[src/rtl/sysctl_pkg.sv]
package sysctl_pkg;

  typedef logic [7:0] byte_t;

  localparam byte_t OFS_REV_LO = 8'h08;
  localparam byte_t OFS_REV_HI = 8'h09;
  localparam byte_t OFS_PEND   = 8'h50;
  localparam byte_t OFS_ENA    = 8'h52;
  localparam byte_t OFS_ROUTE  = 8'h54;

  // configuration register groups: base offset and width in bytes
  localparam int NUM_GRP = 17;
  localparam byte_t GRP_BASE [NUM_GRP] = '{
    8'h60, 8'h64, 8'h68, 8'h6C, 8'h70, 8'h80, 8'h84, 8'h88,
    8'h98, 8'h9A, 8'h9C, 8'hA0, 8'hA1, 8'hE0, 8'hE4, 8'hFC, 8'hFF
  };
  localparam int GRP_LEN [NUM_GRP] = '{
    2, 3, 3, 3, 3, 3, 3, 3, 2, 2, 4, 1, 1, 1, 2, 1, 1
  };

  function automatic int cfg_count();
    int n;
    n = 0;
    for (int g = 0; g < NUM_GRP; g++) n += GRP_LEN[g];
    return n;
  endfunction

  localparam int NUM_CFG = cfg_count();

  function automatic byte_t cfg_offset(int idx);
    int n;
    byte_t r;
    n = 0;
    r = '0;
    for (int g = 0; g < NUM_GRP; g++) begin
      for (int k = 0; k < GRP_LEN[g]; k++) begin
        if (n == idx) r = GRP_BASE[g] + byte_t'(k);
        n++;
      end
    end
    return r;
  endfunction

  function automatic logic is_cfg(byte_t a);
    logic hit;
    hit = 1'b0;
    for (int i = 0; i < NUM_CFG; i++) if (cfg_offset(i) == a) hit = 1'b1;
    return hit;
  endfunction

  typedef struct packed {
    logic rev_lo;
    logic rev_hi;
    logic pend;
    logic ena;
    logic route;
  } fixed_sel_t;

endpackage

[src/rtl/sysctl_decode.sv]
module sysctl_decode
  import sysctl_pkg::*;
#(
  parameter int N_CFG = NUM_CFG
) (
  input  logic [7:0]       addr,
  output logic [N_CFG-1:0] cfg_hit,
  output fixed_sel_t       fsel
);

  for (genvar i = 0; i < N_CFG; i++) begin : g_hit
    localparam byte_t OFS = cfg_offset(i);
    assign cfg_hit[i] = (addr == OFS);
  end

  always_comb begin
    fsel.rev_lo = (addr == OFS_REV_LO);
    fsel.rev_hi = (addr == OFS_REV_HI);
    fsel.pend   = (addr == OFS_PEND);
    fsel.ena    = (addr == OFS_ENA);
    fsel.route  = (addr == OFS_ROUTE);
  end

endmodule

[src/rtl/sysctl_cfg_bank.sv]
module sysctl_cfg_bank #(
  parameter int N_CFG = 38,
  localparam int QW = N_CFG * 8
) (
  input  logic             clk,
  input  logic             rst_n,
  input  logic             wr_en,
  input  logic [N_CFG-1:0] cfg_hit,
  input  logic [7:0]       wdata,
  output logic [QW-1:0]    cfg_q,
  output logic [7:0]       rd_cfg
);

  for (genvar i = 0; i < N_CFG; i++) begin : g_byte
    logic       ce;
    logic [7:0] d;

    always_comb begin
      ce = wr_en & cfg_hit[i];
      d  = ce ? wdata : cfg_q[i*8 +: 8];
    end

    always_ff @(posedge clk or negedge rst_n) begin
      if (!rst_n)  cfg_q[i*8 +: 8] <= '0;
      else if (ce) cfg_q[i*8 +: 8] <= d;
    end
  end

  always_comb begin
    rd_cfg = '0;
    for (int i = 0; i < N_CFG; i++)
      rd_cfg = rd_cfg | ({8{cfg_hit[i]}} & cfg_q[i*8 +: 8]);
  end

endmodule

[src/rtl/sysctl_irq.sv]
module sysctl_irq #(
  parameter int NSUB = 8
) (
  input  logic            clk,
  input  logic            rst_n,
  input  logic [NSUB-1:0] sub_irq,
  input  logic            wr_pend,
  input  logic            wr_ena,
  input  logic            wr_route,
  input  logic [7:0]      wdata,
  output logic [NSUB-1:0] pend_q,
  output logic [NSUB-1:0] ena_q,
  output logic [7:0]      route_q,
  output logic            host_irq
);

  logic [NSUB-1:0] line_q;
  logic [NSUB-1:0] pend_d;
  logic [NSUB-1:0] ena_d;
  logic [7:0]      route_d;

  always_comb begin
    for (int n = 0; n < NSUB; n++) begin
      if (sub_irq[n] != line_q[n]) pend_d[n] = sub_irq[n];
      else if (wr_pend)            pend_d[n] = wdata[n];
      else                         pend_d[n] = pend_q[n];
    end
    ena_d   = wr_ena   ? wdata[NSUB-1:0] : ena_q;
    route_d = wr_route ? wdata           : route_q;
  end

  always_ff @(posedge clk or negedge rst_n) begin
    if (!rst_n) begin
      line_q  <= '0;
      pend_q  <= '0;
      ena_q   <= '0;
      route_q <= '0;
    end else begin
      line_q  <= sub_irq;
      pend_q  <= pend_d;
      ena_q   <= ena_d;
      route_q <= route_d;
    end
  end

  assign host_irq = |(pend_q & ena_q);

endmodule

[src/rtl/sysctl_regs.sv]
module sysctl_regs
  import sysctl_pkg::*;
#(
  parameter byte_t REV_ID  = 8'h03,
  parameter int    NUM_SUB = 8
) (
  input  logic               clk,
  input  logic               rst_n,
  input  logic               wr_en,
  input  logic [7:0]         addr,
  input  logic [7:0]         wdata,
  output logic [7:0]         rdata,
  input  logic [NUM_SUB-1:0] sub_irq,
  output logic               host_irq
);

  localparam int QW = NUM_CFG * 8;

  logic [1:0]         rst_sync;
  logic               rst_sync_n;
  logic [NUM_CFG-1:0] cfg_hit;
  fixed_sel_t         fsel;
  logic [QW-1:0]      cfg_q;
  logic [7:0]         rd_cfg;
  logic [NUM_SUB-1:0] pend_q;
  logic [NUM_SUB-1:0] ena_q;
  logic [7:0]         route_q;

  always_ff @(posedge clk or negedge rst_n) begin
    if (!rst_n) rst_sync <= 2'b00;
    else        rst_sync <= {rst_sync[0], 1'b1};
  end
  assign rst_sync_n = rst_sync[1];

  sysctl_decode #(.N_CFG(NUM_CFG)) u_dec (
    .addr    (addr),
    .cfg_hit (cfg_hit),
    .fsel    (fsel)
  );

  sysctl_cfg_bank #(.N_CFG(NUM_CFG)) u_bank (
    .clk     (clk),
    .rst_n   (rst_sync_n),
    .wr_en   (wr_en),
    .cfg_hit (cfg_hit),
    .wdata   (wdata),
    .cfg_q   (cfg_q),
    .rd_cfg  (rd_cfg)
  );

  sysctl_irq #(.NSUB(NUM_SUB)) u_irq (
    .clk      (clk),
    .rst_n    (rst_sync_n),
    .sub_irq  (sub_irq),
    .wr_pend  (wr_en & fsel.pend),
    .wr_ena   (wr_en & fsel.ena),
    .wr_route (wr_en & fsel.route),
    .wdata    (wdata),
    .pend_q   (pend_q),
    .ena_q    (ena_q),
    .route_q  (route_q),
    .host_irq (host_irq)
  );

  always_comb begin
    rdata = rd_cfg;
    if (fsel.rev_lo) rdata = REV_ID;
    if (fsel.rev_hi) rdata = 8'h00;
    if (fsel.pend)   rdata = 8'(pend_q);
    if (fsel.ena)    rdata = 8'(ena_q);
    if (fsel.route)  rdata = route_q;
  end

endmodule

[config.mk]
export PLATFORM = sky130hd
export DESIGN_NAME = sysctl_regs
export DESIGN_NICKNAME = d
export VERILOG_FILES = /design/src/rtl/sysctl_pkg.sv /design/src/rtl/sysctl_decode.sv /design/src/rtl/sysctl_cfg_bank.sv /design/src/rtl/sysctl_irq.sv /design/src/rtl/sysctl_regs.sv
export SDC_FILE = /design/constraint.sdc
export NUM_CORES = 1
export LEC_CHECK = 0
export ABC_AREA = 1
export ABC_CLOCK_PERIOD_IN_PS = 15510
export BUFFER_PORTS_ARGS = -buffer_cell sky130_fd_sc_hd__buf_2
export CAP_MARGIN = 20
export CORE_ASPECT_RATIO = 1.4
export CORE_MARGIN = 2
export CORE_UTILIZATION = 50
export DETAILED_ROUTE_END_ITERATION = 6
export GPL_TIMING_DRIVEN = 0
export MAX_ROUTING_LAYER = met4
export PLACE_DENSITY = 0.7
export SLEW_MARGIN = 20
export SYNTH_ARGS = -nofsm -noshare
export SYNTH_HDL_FRONTEND = slang
export SYNTH_SLANG_ARGS = --single-unit
[constraint.sdc]
create_clock -name clk -period 15.51 [get_ports clk]
set_input_delay 3.8775 -clock clk [delete_from_list [all_inputs] [get_ports clk]]
set_output_delay 3.8775 -clock clk [all_outputs]
set_load 0.05 [all_outputs]
# Yosys cells after proc, flatten, opt, wreduce, memory -nomap -nowiden
# Cells that the tools add are included.
# Widths: inputs -> output; s select.
[totals]
ff_bits = 338
out_inout_bits = 9
[op_classes]
n_eq_ne = 51
n_mux = 21
bitwise_logic = 117
reduce_logical = 9
[ops]
columns = ["cell", "n"]
rows = [
  ["$and 8x8->8", 39],
  ["$or 8x8->8", 37],
  ["$eq 8x8->1 const B", 24],
  ["$eq 8x7->1 const B", 17],
  ["$and 1x1->1", 41],
  ["$mux 8", 5],
  ["$eq 8x4->1 const B", 2],
  ["$mux 1", 16],
  ["$reduce_bool 2->1", 8],
  ["$ne 1x1->1", 8],
  ["$reduce_or 8->1", 1],
]

# Depth between registers and ports, before layout
# Gate-level depths: netlist of run 1.
[logic_depth]
depth_word = 44
depth_mapped = 14
mapped_depth_nobuf = 12

# Cells and area by module
# Synthesis of run 1 repeated with hierarchy kept, for this count alone.
[unflattened]
hier_cells = 1997
hier_area_um2 = 15723.8
[by_module_without_submodules]
columns = ["module", "instances", "cells_each", "area_each_um2", "seq_area_each_um2"]
rows = [
  ["sysctl_cfg_bank", 1, 1651, 13500.4, 7607.3],
  ["sysctl_irq", 1, 155, 1343.8, 800.8],
  ["sysctl_regs", 1, 96, 478.0, 50.0],
  ["sysctl_decode", 1, 95, 401.6, 0.0],
]

# Worst setup path after synthesis of run 1
# Ideal clock, no wire load.
[synth_path]
path_kind = "input port to output port"
start = "input addr[4]"
end = "output rdata[1]"
arrival_time_ns = 5.526
required_time_ns = 11.633
path_slack_ns = 6.107
stages = 14
path_buffers = 3
path_cell_list = "buf_2 -> inv_1 -> nand2_1 -> nor2_1 -> buf_2 -> buf_2 -> nand3_1 -> nand2_1 -> nor2_1 -> nand2_1 -> nor2_1 -> nand2_1 -> nor2_1 -> nand4_1"
[synth_via]
elab_chain_len = 44
word_cells_on_any_way = 123
classes_between = "eq/ne: 43; mux: 5; bitwise: 75"
[synth_rtl]
columns = ["element", "line", "text"]
rows = [
  ["start: declaration", "sysctl_regs.sv:10", "input logic [7:0] addr,"],
  ["$eq 8x7->1", "sysctl_decode.sv:13", "assign cfg_hit[i] = (addr == OFS);"],
  ["$and 8x8->8", "sysctl_cfg_bank.sv:32", "rd_cfg = rd_cfg | ({8{cfg_hit[i]}} & cfg_q[i*8 +: 8]);"],
  ["$or 8x8->8 (37 in a row)", "sysctl_cfg_bank.sv:32", ""],
  ["$mux 8", "sysctl_regs.sv:67", "if (fsel.rev_lo) rdata = REV_ID;"],
  ["$mux 8", "sysctl_regs.sv:68", "if (fsel.rev_hi) rdata = 8'h00;"],
  ["$mux 8", "sysctl_regs.sv:69", "if (fsel.pend) rdata = 8'(pend_q);"],
  ["$mux 8", "sysctl_regs.sv:70", "if (fsel.ena) rdata = 8'(ena_q);"],
  ["$mux 8 *", "sysctl_regs.sv:71", "if (fsel.route) rdata = route_q;"],
  ["end: declaration", "sysctl_regs.sv:12", "output logic [7:0] rdata,"],
]
# Mark *: on every way between the ends. The rest lies on a longest branch, timed or not.

# Worst setup path after layout of run 1
[layout_path]
start = "input addr[1]"
end = "output rdata[6]"
# Same word-level chain as after synthesis.

==> impl_metrics.json, run 1 <==
{
  "net-switching-power_mw": 0.497,
  "ys_seq_elements": 338,
  "rows": 77,
  "grt_setup_unrepaired": "no",
  "antenna_found_initial": 0,
  "drc": 0,
  "path_cells": "buf_2 > inv_2 > nand2_1 > nor2_1 > buf_2 > nand3_1 > nand2_1 > nor2_1 > nand2_1 > nor2_1 > nand2_1 > nor2_1 > nand4_1 > buf_2",
  "internal-power_mw": 1.49,
  "syn_area_mm2": 0.0160,
  "slew_viol_final": 0,
  "utilization_pct": 57.0,
  "synth_top_family_by_area": "simple AND/OR/NAND/NOR gates",
  "antenna_left": 0,
  "drt_wl_total_mm": 55.5,
  "die_h_um": 215,
  "clock_latency_ps": 540,
  "yosysMostFrequentCell": "nand2_1",
  "dr.pass1.iters": 6,
  "critPathCaptureType": "output pin",
  "htreeDepth": 2,
  "pwr-share-clk_pct": 43.8,
  "cts_sinks": 338,
  "outcome": "finished clean",
  "core-area_mm2": 0.0315,
  "p_total_mw": 1.99,
  "critPathRequiredTime_ps": 11630,
  "tightest_slew_ps": 952,
  "seqPwrFrac_pct": 48.9,
  "setup_tns_ps": 0,
  "synth_edf_count": 0,
  "synth.avg_cell_area_um2": 8.34,
  "finalCritPeriodShare_pct": 67.0,
  "ios": 36,
  "portBuffers": 33,
  "min-delay-path-class": "flip-flop to asynchronous set/reset pin",
  "clk_pin_slew_ps": 60,
  "finalNonFillerCells": 2410,
  "path_class": "input port to output pin",
  "worstPathMaxFanout": 10,
  "cts_resized": 0,
  "skew_ps": 9.35,
  "drive_gt1_share_pct": 11.9,
  "worst-path-stages": 14,
  "ys_async_sr_fraction_pct": 100,
  "placedCellCount": 2349,
  "switching_share_pct": 25.0,
  "ys_seq_area_share_pct": 53.0,
  "vias": 14000,
  "pre_cts_ws_ps": 5280,
  "wl_per_cell_um": 23.0,
  "slew_headroom_pct": 36.5,
  "synth_top_area_share_pct": 53.0,
  "cts_root_buffer": "clkbuf_16",
  "initial_core_util_pct": 50.7,
  "synthDistinctLibCells": 34,
  "synth-warning-count": 0,
  "cts_tree": "yes",
  "cts_setup_buffers": 0,
  "die_w_um": 155,
  "peakVddDrop_mv": 0.0633,
  "timing.critical_path.arrival_ps": 6520,
  "yosysTopAreaCell": "dfrtp_1",
  "n_fill_cell": 2880,
  "worst-r2r-cell-count": 3,
  "synthAdderAreaFrac_pct": 0.196,
  "place_hpwl_mm": 41.2,
  "cpPeakStageDelay_ps": 610,
  "first_iter_violations": 1466,
  "cp_num_buf_inv": 4,
  "crit_slowest_cell": "nor2_1",
  "setup_ws_ps": 5120,
  "multiInputGateArea_mm2": 0.00677,
  "synth_area_leaders": "dfrtp_1, nand2_1, o21ai_0",
  "cap_violations": 0,
  "r2r_slack_ps": 13940,
  "grt_pass1_wl_mm": 83.9,
  "reg2reg_from": "rst_sync[1]$_DFF_PN0_",
  "numCtsBuffers": 35,
  "antenna_cells": 0,
  "layout.nets": 2018,
  "synth.net_count": 1942,
  "place_congestion": 1.06,
  "synth_commonest_cells": "nand2_1, dfrtp_1, o21ai_0, nand3_1, nor2_1",
  "first_global_vias": 14000,
  "cts_buffer_depth": 3,
  "avgViaCountPerCell": 5.80,
  "grt_max_degree": 59,
  "power_leakage_nw": 8.51,
  "synth_compound_area_share_pct": 12.9,
  "max_freq_ghz": 0.0962,
  "synthCells": 1915,
  "crit_family": "simple AND/OR/NAND/NOR gates",
  "power_frac_comb_pct": 7.3,
  "muxShareOfSynthArea_pct": 0,
  "grt_overflow_total": 0,
  "r2r-end": "u_irq.ena_q[5]$_DFFE_PN0P_",
  "period_needed_ps": 10390,
  "grt_use_total_pct": 34.9,
  "setup_viol": 0,
  "synth-xor-area-share_pct": 0,
  "finalHoldViolCount": 0,
  "worst_setup_path_start_kind": "input port",
  "yosys_most_used_dff": "dfrtp_1",
  "yosys.area_share.simple_pct": 29.2,
  "die-area_mm2": 0.0334,
  "seq_area_mm2": 0.00846,
  "power_density_mw_per_mm2": 111,
  "ctsHoldBuffers": 0,
  "syn_to_final_growth_pct": 12.5
}
[layout make-up]
cell class              instances  area share (%)
flip-flops and latches        338            47.1
multi-input cells            1403            37.7
clock buffers                  49            5.91
well taps                     395            2.75
plain buffers                  99            2.54
repair buffers                 39            1.80
inverters                      75            1.57
clock inverters                12           0.662
[stage by stage]
step / instance area [µm²] / hold WS (ps)
3_3_place_gp: 16600 / 337
3_5_place_dp: 16800 / 281
6_report: 18000 / 276
2_1_floorplan: 16000 / 331
4_1_cts: 18000 / 289
5_1_grt: 18000 / 309
[per-layer routing]
metal / wire length (µm) / GRT usage (%) / vias to the layer above
met4: 4680 / 24.3 / 0
met3: 3500 / 5.02 / 227
met2: 26600 / 55.8 / 635
met5: 0 / - / -
li1: - / - / 6408
met1: 20700 / 40.6 / 6717
[power groups by stage]
stage	combinational (mW)	clock, mW	sequential, mW
6_report	0.145	0.872	0.973
5_1_grt	0.158	0.915	0.978
4_1_cts	0.145	0.878	0.972
3_5_place_dp	0.144	0	0.988
3_3_place_gp	0.119	0	1.00
2_1_floorplan	0.0797	0	0.988
[worst reg2reg max path, stage by stage (launching register included)]
cell,delay [ps]
dfrtp_4,700
buf_16,310
buf_16,350
buf_16,330
[cells in the final DEF, fill, tap and decap left out, types with 2 or more instances in the layout]
cell type,count
a21oi_1,6
a221oi_1,2
a22o_1,2
buf_1,2
buf_16,5
buf_2,80
buf_6,3
bufinv_16,2
clkbuf_1,49
clkbuf_16,37
clkbuf_8,9
clkinv_1,3
clkinv_2,7
clkinvlp_4,2
dfrtp_1,337
inv_1,63
inv_2,9
maj3_1,2
nand2_1,657
nand2_2,20
nand2_4,3
nand3_1,162
nand3_4,2
nand4_1,26
nor2_1,125
nor2_2,22
nor2_4,23
nor3_2,2
nor3_4,5
nor4_4,3
o211ai_1,3
o21a_1,117
o21ai_0,178
o21ai_1,37
o22ai_1,2
[logic make-up after synthesis]
| logic type | Yosys count |
|---|---|
| other | 1 |
| flip-flops | 338 |
| buffers and inverters | 174 |
| AND/OR/NAND/NOR | 1051 |
| adder cells (fa/ha/maj) | 3 |
| AO/OA/AOI/OAI | 348 |
[registers in the layout, summed over array words and instances, names as in the netlist]
name / flops
u_irq.line_q: 8
rst_sync: 2
u_bank.cfg_q: 304
u_irq.ena_q: 8
u_irq.route_q: 8
u_irq.pend_q: 8
[worst max-delay path by stage]
stage	start	to	slack (ps)
finish	addr[1]	rdata[6]	5120
global route	addr[5]	rdata[1]	5170
CTS	addr[0]	rdata[6]	5270
detailed placement	addr[0]	rdata[6]	5280
global placement	rst_sync[1]$_DFF_PN0_	u_bank.cfg_q[86]$_DFFE_PN0P_	1690
floorplan	rst_sync[1]$_DFF_PN0_	u_bank.cfg_q[0]$_DFFE_PN0P_	5390
No activity file was read; power rests on OpenSTA's default activity.
==> run 2: changes to the inputs <==
--- a/config.mk
+++ b/config.mk
@@ -5,8 +5,8 @@
 export SDC_FILE = /design/constraint.sdc
 export NUM_CORES = 1
 export LEC_CHECK = 0
-export ABC_AREA = 1
-export ABC_CLOCK_PERIOD_IN_PS = 15510
+export ABC_AREA = 0
+export ABC_CLOCK_PERIOD_IN_PS = 9300
 export BUFFER_PORTS_ARGS = -buffer_cell sky130_fd_sc_hd__buf_2
 export CAP_MARGIN = 20
 export CORE_ASPECT_RATIO = 1.4
@@ -15,7 +15,7 @@
 export DETAILED_ROUTE_END_ITERATION = 6
 export GPL_TIMING_DRIVEN = 0
 export MAX_ROUTING_LAYER = met4
-export PLACE_DENSITY = 0.7
+export PLACE_DENSITY = 0.72
 export SLEW_MARGIN = 20
 export SYNTH_ARGS = -nofsm -noshare
 export SYNTH_HDL_FRONTEND = slang
==> constraint.sdc (replaced) <==
create_clock -name clk -period 9.3 [get_ports clk]
set_input_delay 2.325 -clock clk [delete_from_list [all_inputs] [get_ports clk]]
set_output_delay 2.325 -clock clk [all_outputs]
set_load 0.05 [all_outputs]
==> run 2 against run 1 <==
Worst hold slack improved by 76 ps. First-iteration DRC count rose by 0.75%. Register-to-register slack worse by 6400 ps. Sequential cell count unchanged. Clock skew grew 2.2 ps. Critical path type unchanged. Wire length grew 17%. Sequential power up 64%.
==> impl_metrics.json, run 2 <==
{
  "ys_seq_elements": 338,
  "final_cell_mix": "mux2_2, dfrtp_1, buf_2, nand2_1, clkbuf_1",
  "drive_gt1_share_pct": 38.9,
  "synth.net_count": 1303,
  "worstPathMaxFanout": 10,
  "synth_commonest_cells": "mux2_2, dfrtp_1, nand2_1, nand3_1, clkbuf_1",
  "synth_top_area_share_pct": 52.1,
  "period_needed_ps": 7890,
  "antenna_found_initial": 0,
  "place_hpwl_mm": 47.6,
  "min-delay-path-class": "flip-flop to flip-flop",
  "critPathRequiredTime_ps": 6980,
  "antenna_cells": 0,
  "placedCellCount": 1718,
  "rows": 78,
  "cts_root_buffer": "clkbuf_16",
  "first_global_vias": 12300,
  "tightest_slew_ps": 1210,
  "cap_violations": 0,
  "peakVddDrop_mv": 0.176,
  "timing.critical_path.arrival_ps": 5560,
  "grt_pass1_wl_mm": 91.9,
  "htreeDepth": 2,
  "grt_max_degree": 56,
  "die-area_mm2": 0.0340,
  "synthCells": 1276,
  "drc": 0,
  "synth_edf_count": 0,
  "path_class": "input port to output pin",
  "ctsHoldBuffers": 0,
  "ios": 36,
  "die_w_um": 156,
  "power_leakage_nw": 8.59,
  "syn_to_final_growth_pct": 11.9,
  "yosysTopAreaCell": "dfrtp_1",
  "cts_buffer_depth": 3,
  "die_h_um": 217,
  "layout.nets": 1383,
  "finalHoldViolCount": 0,
  "drt_wl_total_mm": 64.7,
  "slew_headroom_pct": 19.0,
  "finalNonFillerCells": 1779,
  "yosysMostFrequentCell": "mux2_2",
  "dr.pass1.iters": 5,
  "synth_area_leaders": "dfrtp_1, mux2_2, a22oi_1",
  "top_register": "u_bank.cfg_q",
  "wl_per_cell_um": 36.4,
  "grt_use_total_pct": 40.0,
  "timing.hold.ws_ps": 352,
  "worst_setup_path_start_kind": "input port",
  "avgViaCountPerCell": 6.87,
  "clk_pin_slew_ps": 60,
  "cts_sinks": 338,
  "vias": 12200,
  "slew_viol_final": 0,
  "syn_area_mm2": 0.0162,
  "critPathCaptureType": "output pin",
  "core-area_mm2": 0.0322,
  "ys_async_sr_fraction_pct": 100,
  "cts_setup_buffers": 0,
  "yosys_most_used_dff": "dfrtp_1",
  "finalCritPeriodShare_pct": 84.8,
  "ys_seq_area_share_pct": 52.1,
  "largest_reg_flops": 304,
  "portBuffers": 34,
  "max_freq_ghz": 0.127,
  "final_common_cell": "mux2_2",
  "initial_core_util_pct": 50.4,
  "antenna_left": 0,
  "clock_latency_ps": 550,
  "first_iter_violations": 1477,
  "skew_ps": 11.6,
  "power_density_mw_per_mm2": 180,
  "cts_tree": "yes",
  "setup_viol": 0,
  "synthDistinctLibCells": 75,
  "setup_tns_ps": 0,
  "numCtsBuffers": 36,
  "cts_resized": 0,
  "grt_setup_unrepaired": "no",
  "place_congestion": 1.03,
  "outcome": "finished clean",
  "synth.avg_cell_area_um2": 12.7,
  "synth-warning-count": 0,
  "grt_overflow_total": 0
}
[run 2: cell count changes after synthesis, moves of 54 or more]
cell	change
nor2_1	-101
o21ai_0	-163
mux2_2	+348
nand3_1	-115
nand2_1	-600
inv_1	-54
o21a_1	-114
[run 2: kinds of logic (layout without fill, tap and decap cells)]
| family | count (synthesis) | in the layout | synth area share (%) |
|---|---|---|---|
| AOI/OAI and AO/OA | 197 | 197 | 9.04 |
| xor gates and xnor gates | 1 | 1 | 0.0539 |
| adders and majority gates | 7 | 7 | 0.485 |
| buffers and inverters | 112 | 215 | 3.35 |
| DFF | 338 | 338 | 52.1 |
| muxes | 368 | 368 | 25.4 |
| other | 1 | 1 | 0.0231 |
| and+or+nand+nor | 252 | 252 | 9.52 |
[run 2: worst paths after layout]
kind	cells past startpoint	slack [ps]	to	from
min reg2reg	0	350	rst_sync[1]$_DFF_PN0_	rst_sync[0]$_DFF_PN0_
max in group asynchronous	3	7500	u_bank.cfg_q[270]$_DFFE_PN0P_	rst_sync[1]$_DFF_PN0_
min	0	350	rst_sync[1]$_DFF_PN0_	rst_sync[0]$_DFF_PN0_
max reg2reg	3	7500	u_bank.cfg_q[270]$_DFFE_PN0P_	rst_sync[1]$_DFF_PN0_
max	11	1410	rdata[5]	addr[0]
min in group asynchronous	0	410	u_bank.cfg_q[70]$_DFFE_PN0P_	rst_sync[1]$_DFF_PN0_
[run 2: metal layers]
metal | wire length [µm] | global-route usage, % | up-vias
met5 | 0 | - | -
met4 | 5960 | 29.2 | 0
met3 | 4460 | 6.47 | 261
met2 | 29100 | 58.8 | 648
met1 | 25200 | 50.1 | 6367
li1 | - | - | 4942
[run 2: cell type report]
cell class,count,area [µm²]
fillers,2712,14000
clock buffers,48,977
repair buffers,42,354
flip-flops and latches,338,8460
clock inverters,13,87.6
multi-input cells,826,7240
plain buffers,103,510
well taps,400,500
inverters,9,33.8
[run 2: worst max-delay path: stages]
cell,delay (ps)
buf_2,130
buf_4,210
buf_6,220
buf_4,340
buf_2,450
buf_2,400
o21ai_0,160
o21ai_0,440
nor4b_1,430
a21oi_1,190
buf_2,250
[run 2: stage by stage]
stage | area, µm² | total power [mW] | setup WS (ps) | utilization, %
after CTS | 18200 | 3.26 | 1490 | 56.4
after global placement | 16900 | 1.90 | 1200 | 52.5
after global routing | 18200 | 3.35 | 1470 | 56.4
after floorplan | 16200 | 1.78 | 2480 | -
final | 18200 | 3.26 | 1410 | 56.4
after detailed placement | 17100 | 1.92 | 1500 | 53.1
[run 2: power breakdown]
part / internal (mW) / total, mW / switching (mW)
logic: 0.106 / 0.300 / 0.194
registers: 1.54 / 1.60 / 0.0566
clock network: 0.744 / 1.36 / 0.618
total: 2.39 / 3.26 / 0.868
